## config.mk

```make
export PLATFORM = sky130hd
export DESIGN_NAME = sdlc_frame_status_queue
export DESIGN_NICKNAME = d
export VERILOG_FILES = /design/src/rtl/fsq_pkg.sv /design/src/rtl/fsq_byte_counter.sv /design/src/rtl/fsq_ring.sv /design/src/rtl/fsq_view_mux.sv /design/src/rtl/sdlc_frame_status_queue.sv
export SDC_FILE = /design/constraint.sdc
export NUM_CORES = 1
export LEC_CHECK = 0
export BUFFER_PORTS_ARGS = -buffer_cell sky130_fd_sc_hd__buf_2
export CORE_MARGIN = 2
export CORE_UTILIZATION = 55
export DETAILED_ROUTE_END_ITERATION = 10
export PLACE_DENSITY = 0.74
export REMOVE_ABC_BUFFERS = 1
export SETUP_SLACK_MARGIN = 0.1
export SYNTH_ARGS = -nofsm -noshare
export SYNTH_HDL_FRONTEND = slang
export SYNTH_HIERARCHICAL = 1
export SYNTH_SLANG_ARGS = --single-unit
```

## constraint.sdc

```tcl
create_clock -name clk -period 3.7 [get_ports clk]
set_input_delay 1.11 -clock clk [delete_from_list [all_inputs] [get_ports clk]]
set_output_delay 1.11 -clock clk [all_outputs]
set_load 0.02 [all_outputs]
```

## src/rtl/fsq_pkg.sv

```systemverilog
package fsq_pkg;

    localparam int COUNT_W = 14;
    localparam int LO_W    = 8;
    localparam int HI_W    = COUNT_W - LO_W;

    typedef struct packed {
        logic [2:0] residue;
        logic       overrun;
        logic       crc_err;
    } frame_flags_t;

    typedef struct packed {
        logic [COUNT_W-1:0] count;
        frame_flags_t       flags;
    } frame_rec_t;

    typedef struct packed {
        logic       eof;
        logic       crc_err;
        logic       overrun;
        logic       parity_err;
        logic [2:0] residue;
        logic       all_sent;
    } live_stat_t;

    function automatic logic [7:0] pack_status(input live_stat_t s);
        return {s.eof, s.crc_err, s.overrun, s.parity_err, s.residue, s.all_sent};
    endfunction

    function automatic frame_flags_t flags_of(input live_stat_t s);
        frame_flags_t f;
        f.residue = s.residue;
        f.overrun = s.overrun;
        f.crc_err = s.crc_err;
        return f;
    endfunction

endpackage

```

## src/rtl/fsq_byte_counter.sv

```systemverilog
module fsq_byte_counter
    import fsq_pkg::*;
#(
    parameter int W = COUNT_W
) (
    input  logic         clk,
    input  logic         rst,
    input  logic         active,
    input  logic         byte_stb,
    input  logic         flag_stb,
    output logic [W-1:0] count
);

    always_ff @(posedge clk) begin
        if (rst || !active) begin
            count <= '0;
        end else if (flag_stb) begin
            count <= '0;
        end else if (byte_stb) begin
            count <= count + 1'b1;
        end
    end

    p_count_clear_r1: assert property (@(posedge clk) disable iff (rst)
        active && flag_stb |=> count == '0);

    p_count_step_r1: assert property (@(posedge clk) disable iff (rst)
        active && byte_stb && !flag_stb |=> count == $past(count) + 1'b1);

    p_count_idle_r2: assert property (@(posedge clk) disable iff (rst)
        !active |=> count == '0);

endmodule

```

## src/rtl/fsq_ring.sv

```systemverilog
module fsq_ring
    import fsq_pkg::*;
#(
    parameter int DEPTH = 10
) (
    input  logic                       clk,
    input  logic                       rst,
    input  logic                       enable,
    input  logic                       push,
    input  frame_rec_t                 push_rec,
    input  logic                       pop,
    output frame_rec_t                 head_rec,
    output logic                       avail,
    output logic                       ovf
);

    localparam int PTR_W = (DEPTH > 1) ? $clog2(DEPTH) : 1;
    localparam int OCC_W = $clog2(DEPTH + 1);
    localparam logic [PTR_W-1:0] LAST = PTR_W'(DEPTH - 1);
    localparam logic [OCC_W-1:0] FULL_OCC = OCC_W'(DEPTH);

    frame_rec_t        mem [DEPTH];
    logic [PTR_W-1:0]  head_ptr;
    logic [PTR_W-1:0]  tail_ptr;
    logic [OCC_W-1:0]  occ;
    logic              full;
    logic              empty;
    logic              do_push;
    logic              do_pop;

    function automatic logic [PTR_W-1:0] step(input logic [PTR_W-1:0] p);
        return (p == LAST) ? '0 : p + 1'b1;
    endfunction

    assign full    = (occ == FULL_OCC);
    assign empty   = (occ == '0);
    assign do_push = enable && push && !full;
    assign do_pop  = enable && pop && !empty;

    always_ff @(posedge clk) begin
        if (do_push) begin
            mem[tail_ptr] <= push_rec;
        end
    end

    always_ff @(posedge clk) begin
        if (rst || !enable) begin
            head_ptr <= '0;
            tail_ptr <= '0;
            occ      <= '0;
            ovf      <= 1'b0;
        end else begin
            if (do_push) begin
                tail_ptr <= step(tail_ptr);
            end
            if (do_pop) begin
                head_ptr <= step(head_ptr);
            end
            unique case ({do_push, do_pop})
                2'b10:   occ <= occ + 1'b1;
                2'b01:   occ <= occ - 1'b1;
                default: occ <= occ;
            endcase
            if (push && full) begin
                ovf <= 1'b1;
            end
        end
    end

    assign head_rec = mem[head_ptr];
    assign avail    = !empty;

    p_occ_bound_r4: assert property (@(posedge clk) disable iff (rst)
        occ <= FULL_OCC);

    p_full_keeps_r4: assert property (@(posedge clk) disable iff (rst)
        enable && full && push && !pop |=> (occ == FULL_OCC) && ovf && $stable(head_ptr));

    p_ovf_sticky_r5: assert property (@(posedge clk) disable iff (rst)
        enable && ovf |=> ovf);

    p_pop_empty_r10: assert property (@(posedge clk) disable iff (rst)
        enable && empty && pop && !push |=> empty);

    p_disable_clears_r9: assert property (@(posedge clk) disable iff (rst)
        !enable |=> empty && !ovf);

endmodule

```

## src/rtl/fsq_view_mux.sv

```systemverilog
module fsq_view_mux
    import fsq_pkg::*;
(
    input  logic       enable,
    input  live_stat_t live,
    input  frame_rec_t head_rec,
    input  logic       avail,
    input  logic       ovf,
    output logic [7:0] status_reg,
    output logic [7:0] count_lo_reg,
    output logic [7:0] count_hi_reg
);

    frame_rec_t shown;

    always_comb begin
        shown = avail ? head_rec : '0;
        if (enable) begin
            status_reg   = {1'b1, shown.flags.crc_err, shown.flags.overrun,
                            live.parity_err, shown.flags.residue, live.all_sent};
            count_lo_reg = shown.count[LO_W-1:0];
            count_hi_reg = {ovf, avail, shown.count[COUNT_W-1:LO_W]};
        end else begin
            status_reg   = pack_status(live);
            count_lo_reg = '0;
            count_hi_reg = '0;
        end
    end

endmodule

```

## src/rtl/sdlc_frame_status_queue.sv

```systemverilog
module sdlc_frame_status_queue
    import fsq_pkg::*;
#(
    parameter int DEPTH = 10
) (
    input  logic       clk,
    input  logic       rst,
    input  logic       queue_en,
    input  logic       sdlc_mode,
    input  logic       byte_stb,
    input  logic       flag_stb,
    input  logic       live_all_sent,
    input  logic [2:0] live_residue,
    input  logic       live_parity_err,
    input  logic       live_overrun,
    input  logic       live_crc_err,
    input  logic       live_eof,
    input  logic       stat_rd_done,
    output logic [7:0] status_reg,
    output logic [7:0] count_lo_reg,
    output logic [7:0] count_hi_reg
);

    logic               active;
    logic [COUNT_W-1:0] byte_count;
    live_stat_t         live;
    frame_rec_t         new_rec;
    frame_rec_t         head_rec;
    logic               avail;
    logic               ovf;

    assign active = queue_en && sdlc_mode;

    always_comb begin
        live.eof        = live_eof;
        live.crc_err    = live_crc_err;
        live.overrun    = live_overrun;
        live.parity_err = live_parity_err;
        live.residue    = live_residue;
        live.all_sent   = live_all_sent;
        new_rec.count   = byte_count;
        new_rec.flags   = flags_of(live);
    end

    fsq_byte_counter #(.W(COUNT_W)) u_counter (
        .clk      (clk),
        .rst      (rst),
        .active   (active),
        .byte_stb (byte_stb),
        .flag_stb (flag_stb),
        .count    (byte_count)
    );

    fsq_ring #(.DEPTH(DEPTH)) u_ring (
        .clk      (clk),
        .rst      (rst),
        .enable   (queue_en),
        .push     (active && flag_stb),
        .push_rec (new_rec),
        .pop      (stat_rd_done),
        .head_rec (head_rec),
        .avail    (avail),
        .ovf      (ovf)
    );

    fsq_view_mux u_mux (
        .enable       (queue_en),
        .live         (live),
        .head_rec     (head_rec),
        .avail        (avail),
        .ovf          (ovf),
        .status_reg   (status_reg),
        .count_lo_reg (count_lo_reg),
        .count_hi_reg (count_hi_reg)
    );

    p_eof_forced_r8: assert property (@(posedge clk) disable iff (rst)
        queue_en |-> status_reg[7]);

    p_idle_views_r9: assert property (@(posedge clk) disable iff (rst)
        !queue_en |-> (count_lo_reg == 8'h00) && (count_hi_reg == 8'h00));

    p_inactive_no_file_r2: assert property (@(posedge clk) disable iff (rst)
        queue_en && !sdlc_mode && !stat_rd_done |=> $stable(count_hi_reg[6]) && $stable(count_lo_reg));

endmodule

```

==> results of run 1 <==
power breakdown:
group | switching (uW) | total (uW) | internal (uW)
registers | 3.07 | 2680 | 2680
clock network | 889 | 2130 | 1240
logic | 47.2 | 73.4 | 26.2
total | 940 | 4880 | 3940
per-stage QoR:
step	instance area, um^2	util [%]	TNS (ns)	hold slack, ns
after floorplan	8770	-	-19.29	0.429
after global placement	9440	59.4	0	0.454
after detailed placement	9440	59.4	0	0.455
after CTS	10200	64.1	0	0.469
after global routing	10200	64.4	0	0.523
final	10200	64.4	0	0.472
sequential cells by signal, indices dropped and copies added (netlist names), named ones only:
name             cells
u_ring/occ           4
u_ring/tail_ptr      4
u_ring/ovf           1
u_ring/mem         190
u_ring/head_ptr      4
u_counter/count     14
cells in the mapped netlist, types with 2 or more instances:
cell type	instances	area share [%]
nand4_1	5	0.35
o21a_1	2	0.17
mux4_2	38	9.6
a22o_1	3	0.29
nor2_1	21	0.88
edfxtp_1	190	64
and2_1	3	0.21
nand3_2	3	0.34
ha_1	4	0.56
or2b_1	3	0.25
mux2i_1	5	0.56
or3b_2	2	0.20
a22oi_1	19	1.6
nor3_1	5	0.28
nand2_1	31	1.3
or4_1	4	0.34
inv_1	7	0.29
o31ai_1	5	0.42
nand2b_1	24	1.7
nor4_1	5	0.35
o21ai_0	9	0.50
dfxtp_1	31	6.9
o211ai_1	19	1.6
a21oi_1	12	0.67
xnor2_1	3	0.29
buf_2	8	0.45
xor2_1	7	0.69
nand3_1	7	0.39
or3_1	4	0.28
buf_4	8	0.67
clkbuf_1	9	0.38
nor2b_1	4	0.28
and3_1	16	1.1
buf_1	2	0.084
logic make-up (layout without fill, tap and decap cells):
family          after synthesis  count (layout)  synth area share (%)
mux                          43              43                  10.1
simple gates                150             150                  9.79
xor+xnor                     10              10                 0.981
compound gates               72              72                  5.65
flops                       221             221                  70.8
buf+inv                      36             114                  2.06
fa+ha+maj                     4               4                 0.560
area by class of cell:
class / count / area (um^2) / share of cell area (%)
well taps: 216 / 270 / 2.64
repair buffers: 65 / 445 / 4.35
clock buffers: 37 / 668 / 6.53
flip-flops and latches: 221 / 6330 / 61.9
clock inverters: 5 / 31.3 / 0.306
inverters: 7 / 26.3 / 0.257
multi-input cells: 279 / 2460 / 24.0
worst max-delay path by stage:
stage | slack (ns) | start | end
CTS | 0.12 | flop | count_lo_reg[7]
global route | 0.11 | flop | count_hi_reg[0]
finish | 0.23 | flop | count_hi_reg[2]
global placement | 0.57 | queue_en | status_reg[2]
floorplan | -0.93 | flop | status_reg[5]
detailed placement | 0.49 | queue_en | u_ring/mem[4][9]
repair_timing:
item	CTS	global route
setup buffers	1	6
endpoints found under the setup margin	11	13
gates resized for setup	1	0
hold buffers	0	0
gates cloned	1	0
worst max-delay path: stages (launching register included):
cell and delay, ns:
dfxtp_1 0.31, buf_4 0.49, mux4_2 0.40, a22oi_1 0.22
nand2_1 0.08, and3_1 0.19, buf_2 0.15
layer usage:
metal	up-vias	global-route usage, %	wire length, um
met2	147	35.8	9150
met1	2577	30.0	7930
met3	31	3.13	820
met4	0	6.64	415
met5	-	0	0
li1	2237	-	-
==> flow_metrics.tcl, run 1 <==
set metrics [dict create \
    period_needed_ns 3.47 \
    fillers 1120 \
    worst_slack_ns 0.233 \
    p_per_area_mw_per_mm2 477 \
    clock_latency_ns 0.50 \
    ys_seq_area_share_pct 70.8 \
    core-area_mm2 0.0159 \
    cts_buffers 23 \
    nNetsFinal 616 \
    drt-total-wl_um 18300 \
    num_antenna_cells 0 \
    crit_path_start_kind "flop" \
    dp.cells 780 \
    rsz0062_at_grt "no" \
    grt_usage_pct 21.6 \
    drt_first_pass_iters 4 \
    cp_data_arrival_time_ns 2.36 \
    rr_startpoint "u_ring/occ[1]" \
    worstSetupEndpointType "output pin" \
    grt_pass1_wl_um 28600 \
    hp-start "u_ring/ovf" \
    detail-route-antenna-nets 0 \
    synth-seq-cells 221 \
    initial_core_util_pct 56.2 \
    synth_edf_count 190 \
    setup_viol 0 \
    avgViaCountPerCell 6.01 \
    gp_congestion 0.736 \
    cts_root_buf "clkbuf_16" \
    syn_area_per_cell_um2 16.7 \
    reg2reg_to "u_ring/occ[2]" \
    die_width_um 131 \
    io_pins 39 \
    grt_max_degree 39 \
    grt-ovfl-total 0 \
    maxSlewHeadroom_pct 59.2 \
    die_y_um 131 \
    antenna_found_initial 0 \
    vias 4992 \
    clk_pin_slew_ns 0.06 \
    async_reset_ff_share_pct 0 \
    syn_inst 536 \
    final_cell_mix "edfxtp_1, mux4_2, buf_2" \
    area_growth_pct 14.5 \
    io_buffer_count 34 \
    synth_area_mm2 0.00893 \
    rrSetupSlack_ns 0.95 \
    ir_drop_mv 0.338 \
    final_layout_size_suffix_gt1_share_pct 25.9 \
    pre_cts_slack_ns 0.491 \
    crit_required_ns 2.59 \
    status "finished clean" \
    reg2regPathDepth 9 \
    hold_viol_final 0 \
    tightest_slew_ns 0.612 \
    min_period_over_period_pct 93.7 \
    slew_viol_final 0 \
    leakagePower_uw 0.00336 \
    worst_hold_path.endpoint "u_ring/ovf" \
    ys_types 52 \
    crit_type "flop to output pin" \
    cap_violations 0 \
    core.rowCount 46 \
    grt_pass1_vias 5014 \
    cts_max_path_buffers 3 \
    final_common_cell "edfxtp_1" \
    fin_cells 830 \
    min_path_cells 2 \
    fmax_ghz 0.288 \
    drc_errors 0 \
    dpl.hpwl_um 10400 \
    power_uw 4880 \
    hold_path.class "flop to flop" \
    cts.sinks 221 \
    cts_tree "yes" \
    yosysWarnings 6 \
    cp_max_fo 38 \
    synth_flop_cell "edfxtp_1" \
    drt_iter0_drc 486 \
    wl_per_cell_um 22.1 \
    finClkSkew_ns 0.0155 \
    cts.htree.levels 1 \
    dieArea_mm2 0.0173 \
]
Note: power is estimated with default switching activity, not from simulation.
==> run 2: changes to the inputs <==
--- a/config.mk
+++ b/config.mk
@@ -7,9 +7,10 @@
 export LEC_CHECK = 0
 export BUFFER_PORTS_ARGS = -buffer_cell sky130_fd_sc_hd__buf_2
 export CORE_MARGIN = 2
-export CORE_UTILIZATION = 55
+export CORE_UTILIZATION = 43
 export DETAILED_ROUTE_END_ITERATION = 10
-export PLACE_DENSITY = 0.74
+export HOLD_SLACK_MARGIN = 0.02
+export PLACE_DENSITY = 0.6
 export REMOVE_ABC_BUFFERS = 1
 export SETUP_SLACK_MARGIN = 0.1
 export SYNTH_ARGS = -nofsm -noshare
==> run 2 against run 1 <==
Effect of this change:
- fmax decreased by 0.41%
- core utilization is 13 points lower
- first-iteration DRC count decreased by 47%
- critical path type unchanged
- largest cell class unchanged
==> flow_metrics.tcl, run 2 (synthesis results as in run 1) <==
set metrics [dict create \
    status "finished clean" \
    cts_buffers 24 \
    cts_tree "yes" \
    drt_first_pass_iters 5 \
    top_regs "u_ring/mem x190, u_counter/count x14" \
    avgViaCountPerCell 5.61 \
    fmax_ghz 0.287 \
    rr_startpoint "u_ring/occ[1]" \
    grt_pass1_wl_um 29300 \
    final_cell_mix "edfxtp_1, mux4_2, buf_2" \
    antenna_found_initial 0 \
    detail-route-antenna-nets 0 \
    gp_congestion 0.764 \
    p_per_area_mw_per_mm2 485 \
    grt_usage_pct 17.6 \
    largest_register_ffs 190 \
    worst_hold_path.endpoint "u_ring/ovf" \
    max_flop_register "u_ring/mem" \
    wl_per_cell_um 21.4 \
    cts.htree.levels 1 \
    final_layout_size_suffix_gt1_share_pct 27.0 \
    die_y_um 148 \
    period_needed_ns 3.48 \
    crit_path_start_kind "flop" \
    min_path_cells 2 \
    worstSetupEndpointType "output pin" \
    leakagePower_uw 0.00341 \
    drt_iter0_drc 257 \
    cts_max_path_buffers 3 \
    initial_core_util_pct 44.0 \
    cp_data_arrival_time_ns 2.37 \
    maxSlewHeadroom_pct 64.6 \
    num_antenna_cells 0 \
    min_period_over_period_pct 94.1 \
    cap_violations 0 \
    finClkSkew_ns 0.0114 \
    crit_required_ns 2.59 \
    reg2regPathDepth 9 \
    io_pins 39 \
    crit_type "flop to output pin" \
    dpl.hpwl_um 11300 \
    drc_errors 0 \
    slew_viol_final 0 \
    core-area_mm2 0.0203 \
    rsz0062_at_grt "no" \
    pre_cts_slack_ns 0.418 \
    final_area_mm2 0.0104 \
    worst_slack_ns 0.219 \
    rrSetupSlack_ns 0.97 \
    vias 4991 \
    hold_path.class "flop to flop" \
    core.rowCount 52 \
    cp_max_fo 11 \
    nNetsFinal 621 \
    setup_viol 0 \
    grt-ovfl-total 0 \
    tightest_slew_ns 0.531 \
    clk_pin_slew_ns 0.06 \
    io_buffer_count 34 \
    reg2reg_to "u_ring/occ[2]" \
    drt-total-wl_um 19000 \
    dieArea_mm2 0.0219 \
    cts.sinks 221 \
    ir_drop_mv 0.383 \
    grt_max_degree 25 \
    clock_latency_ns 0.51 \
    die_width_um 148 \
    final_common_cell "edfxtp_1" \
    grt_pass1_vias 4965 \
    cts_root_buf "clkbuf_16" \
    hp-start "u_ring/ovf" \
    area_growth_pct 16.5 \
    postPlaceCellArea_mm2 0.00957 \
    hold_viol_final 0 \
]
-- run 2: metal layers --
layer | global-route usage (%) | share of wire (%) | vias up | wire length (um)
met5 | 0 | 0 | - | 0
met4 | 3.57 | 1.4 | 0 | 273
met3 | 2.88 | 5.4 | 24 | 1030
met2 | 30.1 | 50 | 121 | 9510
met1 | 24.2 | 43 | 2583 | 8220
li1 | - | - | 2263 | -
-- run 2: per-stage QoR --
step / power (uW) / hold WS, ns / utilization (%) / instances / setup TNS (ns)
detailed placement: 2810 / 0.453 / 47.2 / 839 / 0
finish: 5050 / 0.462 / 51.3 / 889 / 0
floorplan: 2770 / 0.429 / - / 507 / -19.29
global route: 5210 / 0.531 / 51.3 / 889 / 0
CTS: 5100 / 0.472 / 51.0 / 885 / 0
global placement: 2810 / 0.457 / 47.2 / 839 / 0
-- run 2: worst max-delay path by stage --
stage	from	endpoint	slack, ns
after floorplan	flop	status_reg[5]	-0.93
after global placement	queue_en	u_ring/occ[2]	0.44
after detailed placement	queue_en	u_ring/occ[2]	0.42
final	flop	status_reg[6]	0.22
after CTS	flop	status_reg[2]	0.15
after global routing	flop	status_reg[6]	0.09
-- run 2: area by class of cell --
| class | count | area [um^2] |
|---|---|---|
| Fill cell | 1685 | 9890 |
| Timing Repair Buffer | 69 | 488 |
| Clock buffer | 30 | 654 |
| Tap cell | 270 | 338 |
| Inverter | 7 | 26.3 |
| Sequential cell | 221 | 6330 |
| Clock inverter | 13 | 111 |
| Multi-Input combinational cell | 279 | 2460 |
-- run 2: timing repair --
item / in CTS / in global routing
cloned: 0 / 1
resized for setup: 0 / 1
endpoints found under the hold margin: 0 / 0
hold buffers: 0 / 0
setup endpoints to repair: 16 / 7
setup buffers: 3 / 3
-- run 2: power by group --
| part | internal, uW | switching (uW) | leakage (uW) |
|---|---|---|---|
| Combinational | 26.8 | 48.4 | 0.00109 |
| Clock | 1380 | 904 | 0.000376 |
| Sequential | 2680 | 3.22 | 0.00194 |
-- run 2: critical path, stage by stage (launching register included) --
cell and delay [ns]:
dfxtp_4 0.47, buf_4 0.16, clkbuf_16 0.15, mux4_2 0.50
a22oi_1 0.17, nand2_1 0.09, nand3_1 0.08, o21ai_0 0.08
buf_2 0.16
